### config.mk
export PLATFORM = sky130hd
export DESIGN_NAME = tile_row_fetch
export DESIGN_NICKNAME = d
export VERILOG_FILES = /design/src/rtl/tf_pkg.sv /design/src/rtl/tf_addr_gen.sv /design/src/rtl/tf_fetch_seq.sv /design/src/rtl/tf_pixel_expand.sv /design/src/rtl/tile_row_fetch.sv
export SDC_FILE = /design/constraint.sdc
export NUM_CORES = 1
export LEC_CHECK = 0
export BUFFER_PORTS_ARGS = -buffer_cell sky130_fd_sc_hd__buf_2
export CAP_MARGIN = 0
export CORE_MARGIN = 2
export CORE_UTILIZATION = 53
export DETAILED_ROUTE_END_ITERATION = 8
export PLACE_DENSITY = 0.87
export SYNTH_ARGS = -nofsm -noshare
export SYNTH_HDL_FRONTEND = slang
export SYNTH_SLANG_ARGS = --single-unit
### constraint.sdc
create_clock -name clk -period 3.3 [get_ports clk]
set_clock_uncertainty 0.2 [all_clocks]
set_input_delay 0.495 -clock clk [delete_from_list [all_inputs] [get_ports clk]]
set_output_delay 0.495 -clock clk [all_outputs]
set_load 0.02 [all_outputs]
### src/rtl/tf_pkg.sv
// Shared types for the tile row fetch block.
// Assumes a single outstanding read at a time, with in-order responses.
package tf_pkg;
    typedef enum logic [2:0] {
        ST_IDLE     = 3'd0,
        ST_PAT_REQ  = 3'd1,
        ST_PAT_WAIT = 3'd2,
        ST_COL_REQ  = 3'd3,
        ST_COL_WAIT = 3'd4,
        ST_DONE     = 3'd5
    } tf_state_t;
endpackage

### src/rtl/tf_addr_gen.sv
// Forms the pattern and colour addresses of one tile row.
// The register bits act as AND masks on the third and on the upper name bits.
// The pattern address reuses the low colour-register mask bits for the name.
// Purely combinational.
module tf_addr_gen #(
    parameter int THIRD_W = 2,
    parameter int NAME_W  = 8,
    parameter int LINE_W  = 3,
    localparam int HI_W    = NAME_W - LINE_W,
    localparam int CMASK_W = THIRD_W + HI_W,
    localparam int LO_W    = 2 * LINE_W,
    localparam int ADDR_W  = 1 + CMASK_W + LO_W
) (
    input  logic [THIRD_W-1:0] third,
    input  logic [NAME_W-1:0]  name,
    input  logic [LINE_W-1:0]  line,
    input  logic [CMASK_W:0]   col_reg,
    input  logic [THIRD_W:0]   pat_reg,
    output logic [ADDR_W-1:0]  pat_addr,
    output logic [ADDR_W-1:0]  col_addr
);
    logic [LO_W-1:0]    low_part;
    logic [CMASK_W-1:0] col_mid;
    logic [THIRD_W-1:0] pat_third;
    logic [HI_W-1:0]    pat_name;

    // Row offset inside the 64-byte group: low name bits, then the row
    assign low_part = {name[LINE_W-1:0], line};

    // Colour mask covers the third and the upper name bits together
    assign col_mid = col_reg[CMASK_W-1:0] & {third, name[NAME_W-1:LINE_W]};

    // Pattern third mask comes from the pattern register alone
    assign pat_third = pat_reg[THIRD_W-1:0] & third;

    // Pattern name mask borrows the low colour-register bits
    assign pat_name = col_reg[HI_W-1:0] & name[NAME_W-1:LINE_W];

    // Assemble both addresses
    always_comb begin
        col_addr = {col_reg[CMASK_W], col_mid, low_part};
        pat_addr = {pat_reg[THIRD_W], pat_third, pat_name, low_part};
    end
endmodule

### src/rtl/tf_fetch_seq.sv
// Sequences the pattern read and then the colour read for one row.
// Holds each request until it is accepted, then waits for its response.
// Latches both returned bytes and pulses done for one cycle.
// Assumes that responses come back in order and never in the cycle of acceptance.
module tf_fetch_seq #(
    parameter int ADDR_W = 14,
    parameter int DATA_W = 8
) (
    input  logic              clk,
    input  logic              rst_n,
    input  logic              start_valid,
    output logic              start_ready,
    output logic              accept,
    input  logic [ADDR_W-1:0] pat_addr,
    input  logic [ADDR_W-1:0] col_addr,
    output logic              mem_req_valid,
    input  logic              mem_req_ready,
    output logic [ADDR_W-1:0] mem_req_addr,
    input  logic              mem_rsp_valid,
    input  logic [DATA_W-1:0] mem_rsp_data,
    output logic [DATA_W-1:0] pat_byte,
    output logic [DATA_W-1:0] col_byte,
    output logic              done
);
    import tf_pkg::*;

    tf_state_t state_q, state_d;

    // Handshake and request outputs, decoded from the state
    always_comb begin
        start_ready   = (state_q == ST_IDLE);
        accept        = start_ready && start_valid;
        mem_req_valid = (state_q == ST_PAT_REQ) || (state_q == ST_COL_REQ);
        mem_req_addr  = (state_q == ST_COL_REQ) ? col_addr : pat_addr;
        done          = (state_q == ST_DONE);
    end

    // Next-state logic
    always_comb begin
        state_d = state_q;
        case (state_q)
            ST_IDLE:     if (start_valid)   state_d = ST_PAT_REQ;
            ST_PAT_REQ:  if (mem_req_ready) state_d = ST_PAT_WAIT;
            ST_PAT_WAIT: if (mem_rsp_valid) state_d = ST_COL_REQ;
            ST_COL_REQ:  if (mem_req_ready) state_d = ST_COL_WAIT;
            ST_COL_WAIT: if (mem_rsp_valid) state_d = ST_DONE;
            ST_DONE:                        state_d = ST_IDLE;
            default:                        state_d = ST_IDLE;
        endcase
    end

    // State register
    always_ff @(posedge clk) begin
        if (!rst_n) state_q <= ST_IDLE;
        else        state_q <= state_d;
    end

    // Capture the returned bytes in the matching wait state
    always_ff @(posedge clk) begin
        if (!rst_n) begin
            pat_byte <= '0;
            col_byte <= '0;
        end else begin
            if (state_q == ST_PAT_WAIT && mem_rsp_valid) pat_byte <= mem_rsp_data;
            if (state_q == ST_COL_WAIT && mem_rsp_valid) col_byte <= mem_rsp_data;
        end
    end
endmodule

### src/rtl/tf_pixel_expand.sv
// Turns one pattern byte and one colour byte into per-pixel colour indices.
// Pattern bit 1 selects the upper colour nibble, bit 0 the lower one.
// The most significant pattern bit is the leftmost pixel, which is placed in slot 0.
module tf_pixel_expand #(
    parameter int NUM_PIX = 8,
    parameter int COLOR_W = 4
) (
    input  logic [NUM_PIX-1:0]         pat_byte,
    input  logic [2*COLOR_W-1:0]       col_byte,
    output logic [NUM_PIX*COLOR_W-1:0] pixels
);
    logic [COLOR_W-1:0] fg;
    logic [COLOR_W-1:0] bg;

    // Split the colour byte into its foreground and background halves
    assign fg = col_byte[2*COLOR_W-1:COLOR_W];
    assign bg = col_byte[COLOR_W-1:0];

    // One selector per pixel
    for (genvar i = 0; i < NUM_PIX; i++) begin : g_pix
        assign pixels[i*COLOR_W +: COLOR_W] = pat_byte[NUM_PIX-1-i] ? fg : bg;
    end
endmodule

### src/rtl/tile_row_fetch.sv
// Top of the tile row fetch block.
// Captures one row request, has the addresses formed, runs the two reads
// and presents the pixel colours with a done pulse.
// Assumes that the register inputs are sampled only when a request is accepted.
module tile_row_fetch #(
    parameter int THIRD_W = 2,
    parameter int NAME_W  = 8,
    parameter int LINE_W  = 3,
    parameter int COLOR_W = 4,
    localparam int HI_W    = NAME_W - LINE_W,
    localparam int CMASK_W = THIRD_W + HI_W,
    localparam int ADDR_W  = 1 + CMASK_W + 2 * LINE_W,
    localparam int NUM_PIX = 1 << LINE_W,
    localparam int DATA_W  = 2 * COLOR_W
) (
    input  logic                       clk,
    input  logic                       rst_n,
    input  logic                       start_valid,
    output logic                       start_ready,
    input  logic [THIRD_W-1:0]         start_third,
    input  logic [NAME_W-1:0]          start_name,
    input  logic [LINE_W-1:0]          start_line,
    input  logic [CMASK_W:0]           col_reg,
    input  logic [THIRD_W:0]           pat_reg,
    output logic                       mem_req_valid,
    input  logic                       mem_req_ready,
    output logic [ADDR_W-1:0]          mem_req_addr,
    input  logic                       mem_rsp_valid,
    input  logic [DATA_W-1:0]          mem_rsp_data,
    output logic                       row_done,
    output logic [NUM_PIX*COLOR_W-1:0] row_pixels
);
    logic               accept;
    logic [THIRD_W-1:0] third_q;
    logic [NAME_W-1:0]  name_q;
    logic [LINE_W-1:0]  line_q;
    logic [CMASK_W:0]   col_reg_q;
    logic [THIRD_W:0]   pat_reg_q;
    logic [ADDR_W-1:0]  pat_addr;
    logic [ADDR_W-1:0]  col_addr;
    logic [NUM_PIX-1:0] pat_byte;
    logic [DATA_W-1:0]  col_byte;

    // Hold the request fields for the whole row
    always_ff @(posedge clk) begin
        if (!rst_n) begin
            third_q   <= '0;
            name_q    <= '0;
            line_q    <= '0;
            col_reg_q <= '0;
            pat_reg_q <= '0;
        end else if (accept) begin
            third_q   <= start_third;
            name_q    <= start_name;
            line_q    <= start_line;
            col_reg_q <= col_reg;
            pat_reg_q <= pat_reg;
        end
    end

    tf_addr_gen #(
        .THIRD_W (THIRD_W),
        .NAME_W  (NAME_W),
        .LINE_W  (LINE_W)
    ) addr_i (
        .third    (third_q),
        .name     (name_q),
        .line     (line_q),
        .col_reg  (col_reg_q),
        .pat_reg  (pat_reg_q),
        .pat_addr (pat_addr),
        .col_addr (col_addr)
    );

    tf_fetch_seq #(
        .ADDR_W (ADDR_W),
        .DATA_W (DATA_W)
    ) seq_i (
        .clk           (clk),
        .rst_n         (rst_n),
        .start_valid   (start_valid),
        .start_ready   (start_ready),
        .accept        (accept),
        .pat_addr      (pat_addr),
        .col_addr      (col_addr),
        .mem_req_valid (mem_req_valid),
        .mem_req_ready (mem_req_ready),
        .mem_req_addr  (mem_req_addr),
        .mem_rsp_valid (mem_rsp_valid),
        .mem_rsp_data  (mem_rsp_data),
        .pat_byte      (pat_byte),
        .col_byte      (col_byte),
        .done          (row_done)
    );

    tf_pixel_expand #(
        .NUM_PIX (NUM_PIX),
        .COLOR_W (COLOR_W)
    ) pix_i (
        .pat_byte (pat_byte),
        .col_byte (col_byte),
        .pixels   (row_pixels)
    );
endmodule

==> impl_metrics.json <==
{
  "grt_usage_pct": 18.4,
  "grt_use_met2_pct": 32.7,
  "critPathCaptureType": "output port",
  "p_sw_mw": 0.302,
  "synth_nets": 268,
  "final_common_cell": "buf_2",
  "grt_util_met3_pct": 5.41,
  "ant_nets": 0,
  "r2r_slack_ns": 1.57,
  "synth_edf_count": 0,
  "start_util_pct": 54.9,
  "syn_to_final_growth_pct": 18.0,
  "tightestPinTransition_ns": 0.568,
  "crit_type": "reg2out",
  "io_buffers": 85,
  "clk_latency_ns": 0.29,
  "mostFrequentLayoutCells": "buf_2, dfxtp_1, mux2_2, nand2_1, a21boi_2",
  "setup_tns_ns": 0,
  "met1_usage_pct": 21.2,
  "ios": 86,
  "worstPathMaxFanout": 12,
  "ys_warn_count": 0,
  "grt_overflow": 0,
  "syn_inst": 231,
  "avgSynthCellArea_um2": 10.3,
  "synthArstFlopShare_pct": 0,
  "p_per_area_nw_per_um2": 384,
  "routedWlPerCell_um": 13.0,
  "place_hpwl_mm": 3.35,
  "r2r_end": "name_q[7]",
  "rsz0062_at_grt": "false",
  "synth_cell_types": 28,
  "ctsResizeCount": 0,
  "htreeDepth": 2,
  "syn_area_um2": 2370,
  "status": "finished clean",
  "die_area_um2": 5030,
  "die_h_um": 70.9,
  "ys_ff_latch": 43,
  "leakage_nw": 1.26,
  "core_region_area_um2": 4320,
  "clock_path_buffers": 2,
  "grt_pass1_vias": 1726,
  "finalCriticalPeriod_ns": 2.37,
  "regToRegStartpoint": "seq_i.state_q[0]",
  "drv_slew": 0,
  "fmax_mhz": 422,
  "ir_drop_mv": 0.220,
  "setup_viol": 0,
  "top_usage_layer": "met2",
  "die_w_um": 70.9,
  "p_comb_share_pct": 16.3,
  "wl_mm": 4.63,
  "place.gp.congestion": 0.762,
  "critPathLaunch": "seq_i.state_q[2]",
  "cts_tree": "done",
  "cts_hold_buffers": 0,
  "max-cap-violations": 0,
  "r2r_cells": 3,
  "clkSlewWorstSetupHoldPaths_ns": 0.08,
  "root_buffer": "clkbuf_8",
  "startpoint_type": "flip-flop",
  "grt_max_degree": 44,
  "final_nets": 341,
  "seqPwrFrac_pct": 53.6,
  "cts_setup_buffers": 0,
  "synthFlopType": "dfxtp_1",
  "cellInternalPower_mw": 0.772,
  "worstPathRequired_ns": 2.60,
  "hold_depth": 3,
  "synth.yosys.seq_area_share_pct": 36.3,
  "num_vias": 1803,
  "grt_pass1_wl_mm": 7.53,
  "antenna_found_initial": 0,
  "drive_gt1_share_pct": 56.4,
  "rows": 24,
  "min_path_type": "in2reg",
  "diodes": 0,
  "clockPowerShare_pct": 30.1,
  "drt_pass1_iterations": 4,
  "arrival_ns": 1.68,
  "vias_per_cell": 5.05,
  "hold_start": "start_line[1]",
  "finalCritPeriodShare_pct": 71.9,
  "slew_headroom_pct": 62.2,
  "first_iter_violations": 82,
  "drc": 0,
  "cts_buffers": 5,
  "cts_sinks": 43,
  "min_to": "line_q[1]",
  "final_core_util_pct": 64.7,
  "finalHoldViolCount": 0,
  "swShare_pct": 28.1
}
how the worst max path moves through the flow:
stage / end / cells after the start
after global routing: mem_req_addr[13] / 3
after CTS: mem_req_addr[13] / 3
after detailed placement: mem_req_addr[13] / 3
after floorplan: mem_req_addr[11] / 4
final: mem_req_addr[13] / 3
after global placement: mem_req_addr[13] / 3
cell families (layout without fill, tap and decap cells):
| group | Yosys count | after routing | synth area share [%] |
|---|---|---|---|
| AND/OR/NAND/NOR | 86 | 86 | 21.0 |
| AO/OA/AOI/OAI | 27 | 27 | 11.7 |
| flip-flops | 43 | 43 | 36.3 |
| multiplexers | 52 | 52 | 23.7 |
| XOR/XNOR | 1 | 1 | 0.369 |
| buffers and inverters | 22 | 96 | 6.86 |
Yosys cell counts (4+ instances only):
library cell,count,area [um^2]
nor2b_1,18,113
buf_2,5,25.0
and2_1,6,37.5
nand2_1,29,109
a21boi_0,4,30.0
buf_4,7,52.6
nor2_1,4,15.0
clkbuf_1,4,15.0
nand2_2,19,119
mux2_2,34,383
mux2i_1,18,180
dfxtp_1,43,861
a21boi_2,20,225
metal layers:
| metal | routed length, um | part of all wire (%) | up-vias |
|---|---|---|---|
| li1 | - | - | 915 |
| met4 | 31 | 0.67 | 0 |
| met1 | 1990 | 43 | 815 |
| met3 | 357 | 7.7 | 4 |
| met5 | 0 | 0 | - |
| met2 | 2250 | 49 | 69 |
final cells by class:
| type | count | area [um^2] |
|---|---|---|
| clock inverter | 3 | 15.0 |
| tap | 52 | 65.1 |
| clock buffer | 5 | 68.8 |
| multi-input combinational | 166 | 1350 |
| fill | 375 | 1530 |
| sequential | 43 | 861 |
| inverter | 2 | 7.51 |
| timing repair buffer | 86 | 433 |
power groups by stage:
stage | combinational (mW) | clock [mW] | sequential, mW
after global routing | 0.193 | 0.353 | 0.580
after CTS | 0.178 | 0.333 | 0.576
after detailed placement | 0.177 | 0 | 0.588
after floorplan | 0.161 | 0 | 0.575
after global placement | 0.174 | 0 | 0.585
final | 0.175 | 0.324 | 0.576
critical path: stages, from the launching register on:
cell and delay (ns):
dfxtp_1 0.57, nand3b_1 0.29, mux2_2 0.37, buf_2 0.16
sequential cells by signal (all words and copies together), names as in the netlist:
| signal | cells |
|---|---|
| third_q | 2 |
| col_reg_q | 8 |
| line_q | 3 |
| seq_i.state_q | 3 |
| seq_i.pat_byte | 8 |
| pat_reg_q | 3 |
| seq_i.col_byte | 8 |
| name_q | 8 |
metrics by stage:
step / total power [mW] / cells / worst slack [ns] / hold WS [ns] / area [um^2]
6_report: 1.07 / 357 / 0.929 / 0.234 / 2800
5_1_grt: 1.13 / 357 / 0.838 / 0.233 / 2800
4_1_cts: 1.09 / 357 / 0.918 / 0.229 / 2800
3_5_place_dp: 0.765 / 349 / 1.24 / 0.249 / 2720
3_3_place_gp: 0.759 / 349 / 1.29 / 0.242 / 2720
2_1_floorplan: 0.736 / 231 / 1.43 / 0.237 / 2370
(Power assumes the default switching activity.)
